===== config.mk =====
export PLATFORM = sky130hd
export DESIGN_NAME = ssq_std_search
export DESIGN_NICKNAME = d
export VERILOG_FILES = /design/src/rtl/ssq_pkg.sv /design/src/rtl/ssq_entry_sel.sv /design/src/rtl/ssq_confirm_cnt.sv /design/src/rtl/ssq_std_search.sv
export SDC_FILE = /design/constraint.sdc
export NUM_CORES = 1
export LEC_CHECK = 0
export CAP_MARGIN = 10
export CORE_ASPECT_RATIO = 2
export CORE_UTILIZATION = 25
export DETAILED_ROUTE_END_ITERATION = 7
export SLEW_MARGIN = 40
export SYNTH_ARGS = -nofsm -noshare
export SYNTH_HDL_FRONTEND = slang
export SYNTH_HIERARCHICAL = 1
export SYNTH_SLANG_ARGS = --single-unit

===== constraint.sdc =====
create_clock -name clk -period 5.3 [get_ports clk]
set_clock_uncertainty 0.05 [all_clocks]
set_input_delay 1.06 -clock clk [delete_from_list [all_inputs] [get_ports clk]]
set_output_delay 1.06 -clock clk [all_outputs]
set_load 0.02 [all_outputs]

===== src/rtl/ssq_pkg.sv =====
package ssq_pkg;
    localparam int CODE_W   = 3;
    localparam int CONF_W   = 4;
    localparam logic [CODE_W-1:0] NO_STD = 3'b111;

    typedef enum logic [1:0] {
        S_TRIAL,
        S_DECIDE,
        S_CONFIRM,
        S_LOCKED
    } ssq_state_e;

    // Number of consecutive good fields demanded by a confirmation code.
    function automatic logic [CONF_W-1:0] conf_fields(input logic [2:0] c);
        case (c)
            3'd0:    conf_fields = 4'd1;
            3'd1:    conf_fields = 4'd3;
            3'd2:    conf_fields = 4'd7;
            default: conf_fields = 4'd10;
        endcase
    endfunction
endpackage


===== src/rtl/ssq_entry_sel.sv =====
module ssq_entry_sel
    import ssq_pkg::*;
#(
    parameter int N_ENT = 8,
    localparam int IDX_W = $clog2(N_ENT)
) (
    input  logic [N_ENT*CODE_W-1:0] tbl_flat,
    input  logic [IDX_W-1:0]        idx,
    output logic [CODE_W-1:0]       code,
    output logic                    term
);
    logic [CODE_W-1:0] slot [N_ENT];

    for (genvar g = 0; g < N_ENT; g++) begin : g_slot
        assign slot[g] = tbl_flat[g*CODE_W +: CODE_W];
    end

    assign code = slot[idx];
    // Codes 110 and 111 carry no standard and end the walk.
    assign term = code[2] & code[1];
endmodule


===== src/rtl/ssq_confirm_cnt.sv =====
module ssq_confirm_cnt
    import ssq_pkg::*;
(
    input  logic              clk,
    input  logic              rst_n,
    input  logic              clear,
    input  logic              step,
    input  logic [CONF_W-1:0] need,
    output logic              last
);
    logic [CONF_W-1:0] cnt;

    always_ff @(posedge clk or negedge rst_n) begin
        if (!rst_n)     cnt <= '0;
        else if (clear) cnt <= '0;
        else if (step)  cnt <= cnt + CONF_W'(1);
    end

    // The good field arriving now is the final one required.
    assign last = (cnt == need - CONF_W'(1));
endmodule


===== src/rtl/ssq_std_search.sv =====
module ssq_std_search
    import ssq_pkg::*;
#(
    parameter int N_ENT = 8,
    localparam int IDX_W = $clog2(N_ENT),
    localparam logic [IDX_W-1:0] LAST_IDX = IDX_W'(N_ENT - 1)
) (
    input  logic                    clk,
    input  logic                    rst_n,
    input  logic                    restart,
    input  logic                    field_stb,
    input  logic                    trial_match,
    input  logic [N_ENT*CODE_W-1:0] tbl_flat,
    input  logic [2:0]              confirm_code,
    output logic [CODE_W-1:0]       trial_code,
    output logic                    std_found,
    output logic [CODE_W-1:0]       std_code
);
    ssq_state_e        state, nxt_state;
    logic [IDX_W-1:0]  idx, nxt_idx;
    logic              half, nxt_half;
    logic [1:0]        hits, nxt_hits;
    logic [CODE_W-1:0] cand, nxt_cand;

    logic [CODE_W-1:0] ent_code;
    logic              ent_term;
    logic              cnt_last;

    ssq_entry_sel #(.N_ENT(N_ENT)) u_sel (
        .tbl_flat (tbl_flat),
        .idx      (idx),
        .code     (ent_code),
        .term     (ent_term)
    );

    ssq_confirm_cnt u_cnt (
        .clk   (clk),
        .rst_n (rst_n),
        .clear (restart || (state != S_CONFIRM)),
        .step  ((state == S_CONFIRM) && field_stb && trial_match),
        .need  (conf_fields(confirm_code)),
        .last  (cnt_last)
    );

    // State register
    always_ff @(posedge clk or negedge rst_n) begin
        if (!rst_n) begin
            state <= S_TRIAL;
            idx   <= '0;
            half  <= 1'b0;
            hits  <= 2'd0;
            cand  <= NO_STD;
        end else begin
            state <= nxt_state;
            idx   <= nxt_idx;
            half  <= nxt_half;
            hits  <= nxt_hits;
            cand  <= nxt_cand;
        end
    end

    // Next-state logic
    always_comb begin
        nxt_state = state;
        nxt_idx   = idx;
        nxt_half  = half;
        nxt_hits  = hits;
        nxt_cand  = cand;
        if (restart) begin
            nxt_state = S_TRIAL;
            nxt_idx   = '0;
            nxt_half  = 1'b0;
            nxt_hits  = 2'd0;
        end else begin
            unique case (state)
                S_TRIAL: begin
                    if (ent_term) begin
                        nxt_state = S_DECIDE;
                    end else if (field_stb) begin
                        if (!half) begin
                            nxt_half = 1'b1;
                        end else begin
                            nxt_half = 1'b0;
                            if (trial_match) begin
                                nxt_cand = ent_code;
                                nxt_hits = (hits == 2'd2) ? 2'd2 : hits + 2'd1;
                            end
                            if (idx == LAST_IDX) nxt_state = S_DECIDE;
                            else                 nxt_idx   = idx + IDX_W'(1);
                        end
                    end
                end
                S_DECIDE: begin
                    nxt_idx   = '0;
                    nxt_half  = 1'b0;
                    nxt_hits  = 2'd0;
                    nxt_state = (hits == 2'd1) ? S_CONFIRM : S_TRIAL;
                end
                S_CONFIRM: begin
                    if (field_stb) begin
                        if (!trial_match) nxt_state = S_TRIAL;
                        else if (cnt_last) nxt_state = S_LOCKED;
                    end
                end
                S_LOCKED: begin
                    nxt_state = S_LOCKED;
                end
            endcase
        end
    end

    // Outputs
    always_comb begin
        unique case (state)
            S_TRIAL:   trial_code = ent_code;
            S_DECIDE:  trial_code = NO_STD;
            S_CONFIRM: trial_code = cand;
            S_LOCKED:  trial_code = cand;
        endcase
        std_found = (state == S_LOCKED);
        std_code  = std_found ? cand : NO_STD;
    end
endmodule


# After elaboration in Yosys (flattened, before gate mapping)
# Index checks and enable logic that the tools add are counted.
# word_totals
ff_bits,15
latch_bits,0
ramBits,0
rom_bits,0
in_bits,32
elab_cells,84
n_memories,0
# op_classes
add_sub_neg,4
n_mul,0
n_div,0
order_cmp,1
n_eq_ne,20
shifts,0
mux,36
bitwise,4
reduce_logical,13
# op_table
operator,n
$mux 2,15
$mux 3,8
$ne 3x3->1 const B,6
$ne 4x4->1 const B,4
$reduce_and 5->1,3
$pmux 4 s3,1
$bmux 3 s3,1
$pmux 3 s3,1
$mux 4,2
$pmux 2 s4,1
$eq 2x2->1 const B,3
$pmux 3 s2,1
$reduce_and 6->1,1
$add 4x1->4 const B,1
$eq 2x1->1 const B,2
$eq 4x4->1,1
$ge 4x4->1 const B,1
$mux 1,4
$not 3->4,1
$pmux 2 s2,1
$sub 4x1->4 const B,1
$add 3x1->3 const B,1
$eq 3x1->1 const B,1
$eq 3x2->1 const B,1
14 further kinds,16

# Logic depth before layout (Yosys ltp)
# Gate-level depths: netlist (run 1).
# depth
word_depth,9
depth_mapped,8

# Cells and area by module
# The synthesis (run 1) kept the hierarchy.
# by_module_without_submodules
mod,instances,cells_each,area_each_um2,seq_area_each_um2
ssq_std_search,1,83,779.5,279.0
ssq_confirm_cnt,1,26,269.0,100.1
ssq_entry_sel,1,11,196.4,0.0

# Worst setup path before layout (run 1)
# OpenSTA, ideal clock, no wires.
# synth_timing
kind,input -> output
from,input port tbl_flat[15]
to,output port trial_code[0]
t_arrival_ns,2.029
t_required_ns,4.190
path_slack_ns,2.161
path_stages,4
cell_sequence,mux4_1 mux2_2 nor2_1 o21ai_1
# synth_between
elab_chain_cells,4
# synth_lines
element,line,rtl
"start, declared",ssq_std_search.sv:13,"input logic [N_ENT*CODE_W-1:0] tbl_flat,"
$bmux 3 s3,ssq_entry_sel.sv:18,assign code = slot[idx];
$mux 3 (implied by the code) (2 in a row),ssq_entry_sel.sv:18,
via ent_code[0],ssq_std_search.sv:25,logic [CODE_W-1:0] ent_code;
$pmux 3 s3,ssq_std_search.sv:114,unique case (state)
"end, declared",ssq_std_search.sv:15,"output logic [CODE_W-1:0] trial_code,"
# The timed path passes the listed nets, and every way through them passes these cells. The select of a mux whose other input is x is not followed.

# Worst setup path after layout (run 1)
# layout_timing
from,input port tbl_flat[0]
to,output port trial_code[0]
# The elaborated chain is that of the path after synthesis.

==> flow_summary.toml, run 1 <==
[yosys]
synth_cells = 120
ys_types = 38
synthAdderAreaFrac = 0.0603
yosysTopAreaCell = "dfrtp_1"
syn_area_um2 = 1240
postSynth.asyncResetShare = 1.00
synth_top_family_by_area = "simple AND/OR/NAND/NOR gates"
synth-edff-count = 0
ys_top_cells_by_area = "dfrtp_1 24%, mux4_2 7.2%, dfstp_2 6.3%"
synth_top_area_frac = 0.241
ys.flop_type = "dfrtp_1"
ys_seq_area_frac = 0.305
synth-compound-area-share = 0.0754
muxShareOfSynthArea = 0.194
avgSynthCellArea_um2 = 10.4
ys_ff_latch = 15
yosysWarningCount = 6
synthSimpleGateAreaFrac = 0.244
syn_nets = 158
synth_xor_xnor_area_share = 0.0633

[clock_network]
cts.sinks = 15
clock_latency_ns = 0.24
cts_tree = "yes"
postCtsSetupBuffers = 0
cts-root-buf = "clkbuf_8"
cts-resized-gates = 0
ctsHoldBuffers = 0
htreeDepth = 1
numCtsBuffers = 3
clock_path_buffers = 2
clkTransAtPathRegs_ns = 0.06

[sta]
min_period_ns = 4.08
timing.fmax_ghz = 0.245
fin_crit_sh = 0.770
finalSetupViolCount = 0
hold_viol = 0
setup_slack_ns = 1.22
drv_slew = 0
relSlewSlack = 0.513
fin_setup_tns_ns = 0
tightest_slew_ns = 0.731
rsz0062_at_grt = "false"

[power]
p_comb_frac = 0.242
powerDensity_nw_per_um2 = 181
power_frac_clock = 0.298
switching_share = 0.246
p_switching_mw = 0.0758
ir_drop_mv = 0.122
power_mw = 0.308
p_int_mw = 0.232
p_leak_nw = 0.648
seqPwrFrac = 0.460

[floorplanning]
ioPinCount = 39
core_um2 = 4820
die_y_um = 102
die-width_um = 51.9
initial_core_util = 0.258
dieArea_um2 = 5280
rows = 36

[finish]
area_growth_pct = 36.2
num-fill-cells = 500
layout_commonest_cell = "clkdlybuf4s50_1"
drive_above_1_share = 0.135
finalInstanceArea_um2 = 1700
finish.net_count = 195
postLayoutCoreUtil = 0.352
final_cell_mix = "38 x clkdlybuf4s50_1, 12 x nand2_1, 12 x dfrtp_1, 8 x nor2_1"
diodes = 0

[worst_setup_path]
start_kind = "primary input"
cp_max_fo = 2
slowest_delay_ns = 0.57
critPathSlowestCell = "clkdlybuf4s50_1"
end_kind = "output pin"
path_class = "in2out"
critical_path.cell_chain = "clkdlybuf4s50_1 > mux4_1 > mux2_2 > nor2_1 > o21ai_1 > clkdlybuf4s50_1"
arrival_ns = 2.97
cp_data_required_time_ns = 4.19
cp_common_cell = "clkdlybuf4s50_1"

[global_route]
grt_usage = 0.118
grt_max_degree = 26
first_global_vias = 962
antenna_found_initial = 0
grt_pass1_wl_mm = 4.60
grt-ovfl-total = 0

[detailed_routing]
drc_errors = 0
routed_wl_mm = 2.94
vias = 1024
final_antenna_net_count = 0
via_per_inst = 4.81
first_pass_iters = 4
first_iter_violations = 16
wire_per_inst_um = 13.8

[flow_run]
drv_cap = 0

[min_path]
min_path_type = "reg2reg"

[placed_design]
post-dp-hpwl_mm = 2.31
io_buffer_count = 38
post-place-ws_ns = 1.20
placed_area_um2 = 1650
gp_routability_congestion = 0.691

[outcome]
run_status = "finished, final reports clean"
[metrics by stage]
step           hold slack [ns]  instances
2_1_floorplan            0.475        120
3_3_place_gp             0.493        209
3_5_place_dp             0.499        209
4_1_cts                  0.516        213
5_1_grt                  0.547        213
6_report                 0.513        213
[worst max-delay path: cells and delay by family]
kind	cells	cell delay, ns
AO/OA/AOI/OAI	1	0.07
AND/OR/NAND/NOR	1	0.09
multiplexers	2	0.76
buffers and inverters	2	0.99
[cell usage after synthesis, types with 4 or more instances]
master	count
dfrtp_1	12
nand2_1	12
nor2_1	8
a31oi_1	7
inv_1	7
xnor2_1	7
ha_1	6
nand3b_1	5
a21oi_1	4
clkbuf_1	4
mux4_2	4
[routing by layer]
layer  wire (um)  GRT usage  vias to the layer above  part of all wire
met1        1100      0.133                      494              0.37
met5           0          0                        -                 0
met4          72     0.0561                        0             0.025
met3          66     0.0180                        6             0.022
li1            -          -                      509                 -
met2        1700      0.207                       15              0.58
[sequential cells by signal, indices dropped and copies added (netlist names)]
signal     count
cand           3
half           1
hits           2
idx            3
state          2
u_cnt/cnt      4
[worst paths after layout]
kind                         startpoint            end  slack, ns  cells past startpoint
setup reg to reg                 idx[0]        cand[0]       2.45                      6
max in group asynchronous         rst_n       state[1]       3.57                      1
setup / recovery            tbl_flat[0]  trial_code[0]       1.22                      6
hold reg to reg            u_cnt/cnt[3]   u_cnt/cnt[3]       0.51                      2
min in group asynchronous         rst_n   u_cnt/cnt[2]       1.19                      1
hold / removal             u_cnt/cnt[3]   u_cnt/cnt[3]       0.51                      2
[cell families after synthesis]
group                      after synthesis
AOI/OAI and AO/OA                       16
xor gates and xnor gates                 9
adders and majority gates                6
buffers and inverters                   13
DFF                                     15
muxes                                   14
and+or+nand+nor                         47
[final cells by class]
cell class	count	area [um2]	area share
Tap cell	57	71.3	0.0421
Inverter	7	26.3	0.0155
Clock buffer	4	45.0	0.0266
Timing Repair Buffer	38	380	0.224
Multi-Input combinational cell	92	793	0.468
Sequential cell	15	379	0.224
[power groups by stage]
stage               combinational [mW]  clock, mW  sequential (mW)
floorplan                       0.0449          0            0.136
global placement                0.0742          0            0.143
detailed placement              0.0755          0            0.144
CTS                             0.0757     0.0954            0.142
global route                    0.0807     0.0990            0.144
finish                          0.0744     0.0917            0.141
(Power assumes the default switching activity.)
==> run 2, diff against run 1 <==
==> constraint.sdc (replaced) <==
create_clock -name clk -period 3.4 [get_ports clk]
set_clock_uncertainty 0.05 [all_clocks]
set_input_delay 0.68 -clock clk [delete_from_list [all_inputs] [get_ports clk]]
set_output_delay 0.68 -clock clk [all_outputs]
set_load 0.02 [all_outputs]
==> flow_summary.toml, run 2 (synthesis results as in run 1) <==
[clock_network]
ctsHoldBuffers = 0
clock_path_buffers = 2
clkTransAtPathRegs_ns = 0.06
cts_tree = "yes"
htreeDepth = 1
cts.sinks = 15
numCtsBuffers = 3
cts-root-buf = "clkbuf_8"
postCtsSetupBuffers = 0
clock_latency_ns = 0.24
cts-resized-gates = 0

[placed_design]
io_buffer_count = 38
gp_routability_congestion = 0.685
post-dp-hpwl_mm = 2.32
post-place-ws_ns = 0.0931

[power]
ir_drop_mv = 0.145
p_leak_nw = 0.659
powerDensity_nw_per_um2 = 281

[worst_setup_path]
rrSetupSlack_ns = 0.55
r2r_cells = 6
setup.worst_path.end = "trial_code[0]"
cp_data_required_time_ns = 2.67
critical_path.cell_chain = "clkdlybuf4s50_1 > mux4_1 > mux2_2 > nor2_1 > o21ai_1 > clkdlybuf4s50_1"
cp_common_cell = "clkdlybuf4s50_1"
cp_max_fo = 2
slowest_delay_ns = 0.54
startpoint = "tbl_flat[18]"
r2r_start = "idx[0]"
critPathSlowestCell = "clkdlybuf4s50_1"
arrival_ns = 2.56
end_kind = "output pin"
start_kind = "primary input"
path_class = "in2out"
reg2reg_to = "cand[1]"

[global_route]
grt_util_met2 = 0.227
grt_pass1_wl_mm = 4.77
grt-ovfl-total = 0
grt_max_degree = 24
first_global_vias = 1064
antenna_found_initial = 0
grt_usage = 0.123
grt-busiest-layer = "met2"
use_met3 = 0.0195
met1_usage = 0.127

[flow_run]
drv_cap = 0

[sta]
relSlewSlack = 0.529
fin_crit_sh = 0.968
fin_setup_tns_ns = 0
tightest_slew_ns = 0.705
setup_slack_ns = 0.110
drv_slew = 0
finalSetupViolCount = 0
timing.fmax_ghz = 0.304
hold_viol = 0
rsz0062_at_grt = "false"
min_period_ns = 3.29

[detailed_routing]
vias = 1032
drc_errors = 0
first_pass_iters = 4
routed_wl_mm = 2.94
wire_per_inst_um = 13.7
final_antenna_net_count = 0
via_per_inst = 4.80
first_iter_violations = 10

[finish]
largest_reg_flops = 4
regMostFlops = "u_cnt/cnt"
finish.net_count = 197
area_growth_pct = 37.4
num-fill-cells = 507
multi_input_area_um2 = 793
final_cell_mix = "38 x clkdlybuf4s50_1, 12 x nand2_1, 12 x dfrtp_1, 8 x nor2_1"
layout_commonest_cell = "clkdlybuf4s50_1"
diodes = 0
seq_area_um2 = 379
drive_above_1_share = 0.146
largestRegisters = "u_cnt/cnt (4), cand (3), idx (3)"

[floorplanning]
die-width_um = 51.9
rows = 36
initial_core_util = 0.258
ioPinCount = 39
core_um2 = 4820
dieArea_um2 = 5280
die_y_um = 102

[outcome]
run_status = "finished, final reports clean"

[min_path]
min_path_type = "reg2reg"
-- run 2: cell count changes in the layout (fill, tap and decap cells not counted), sizes merged --
cell  delta
buf      +2
-- run 2: metrics by stage --
step | hold WS (ns) | util | instance area (um2) | total power [mW] | instances
floorplan | 0.334 | - | 1240 | 0.282 | 120
global placement | 0.492 | 0.346 | 1670 | 0.340 | 211
detailed placement | 0.498 | 0.346 | 1670 | 0.341 | 211
CTS | 0.516 | 0.355 | 1710 | 0.486 | 215
global route | 0.550 | 0.355 | 1710 | 0.503 | 215
finish | 0.509 | 0.355 | 1710 | 0.481 | 215
-- run 2: how the worst min path moves through the flow --
stage / start / cells after the start / to
2_1_floorplan: rst_n / 0 / half
3_3_place_gp: u_cnt/cnt[3] / 2 / u_cnt/cnt[3]
3_5_place_dp: u_cnt/cnt[3] / 2 / u_cnt/cnt[3]
4_1_cts: u_cnt/cnt[3] / 2 / u_cnt/cnt[3]
5_1_grt: hits[0] / 2 / hits[0]
6_report: u_cnt/cnt[3] / 2 / u_cnt/cnt[3]
-- run 2: metal layers --
metal,vias to the layer above,part of all wire
li1,513,-
met1,494,0.39
met2,17,0.55
met3,8,0.025
met4,0,0.035
met5,-,0
-- run 2: critical path, delay by kind of cell --
family / cells / cell delay [ns]
compound gates: 1 / 0.07
buf+inv: 2 / 0.95
mux: 2 / 0.77
simple gates: 1 / 0.09
-- run 2: area by class of cell --
type / instances / area share
flip-flops and latches: 15 / 0.222
multi-input cells: 92 / 0.464
inverters: 7 / 0.0154
well taps: 57 / 0.0417
repair buffers: 40 / 0.231
clock buffers: 4 / 0.0263
-- run 2: power by group --
group | switching, mW | internal (mW)
sequential | 0.0184 | 0.201
combinational | 0.0383 | 0.0785
clock | 0.0617 | 0.0829
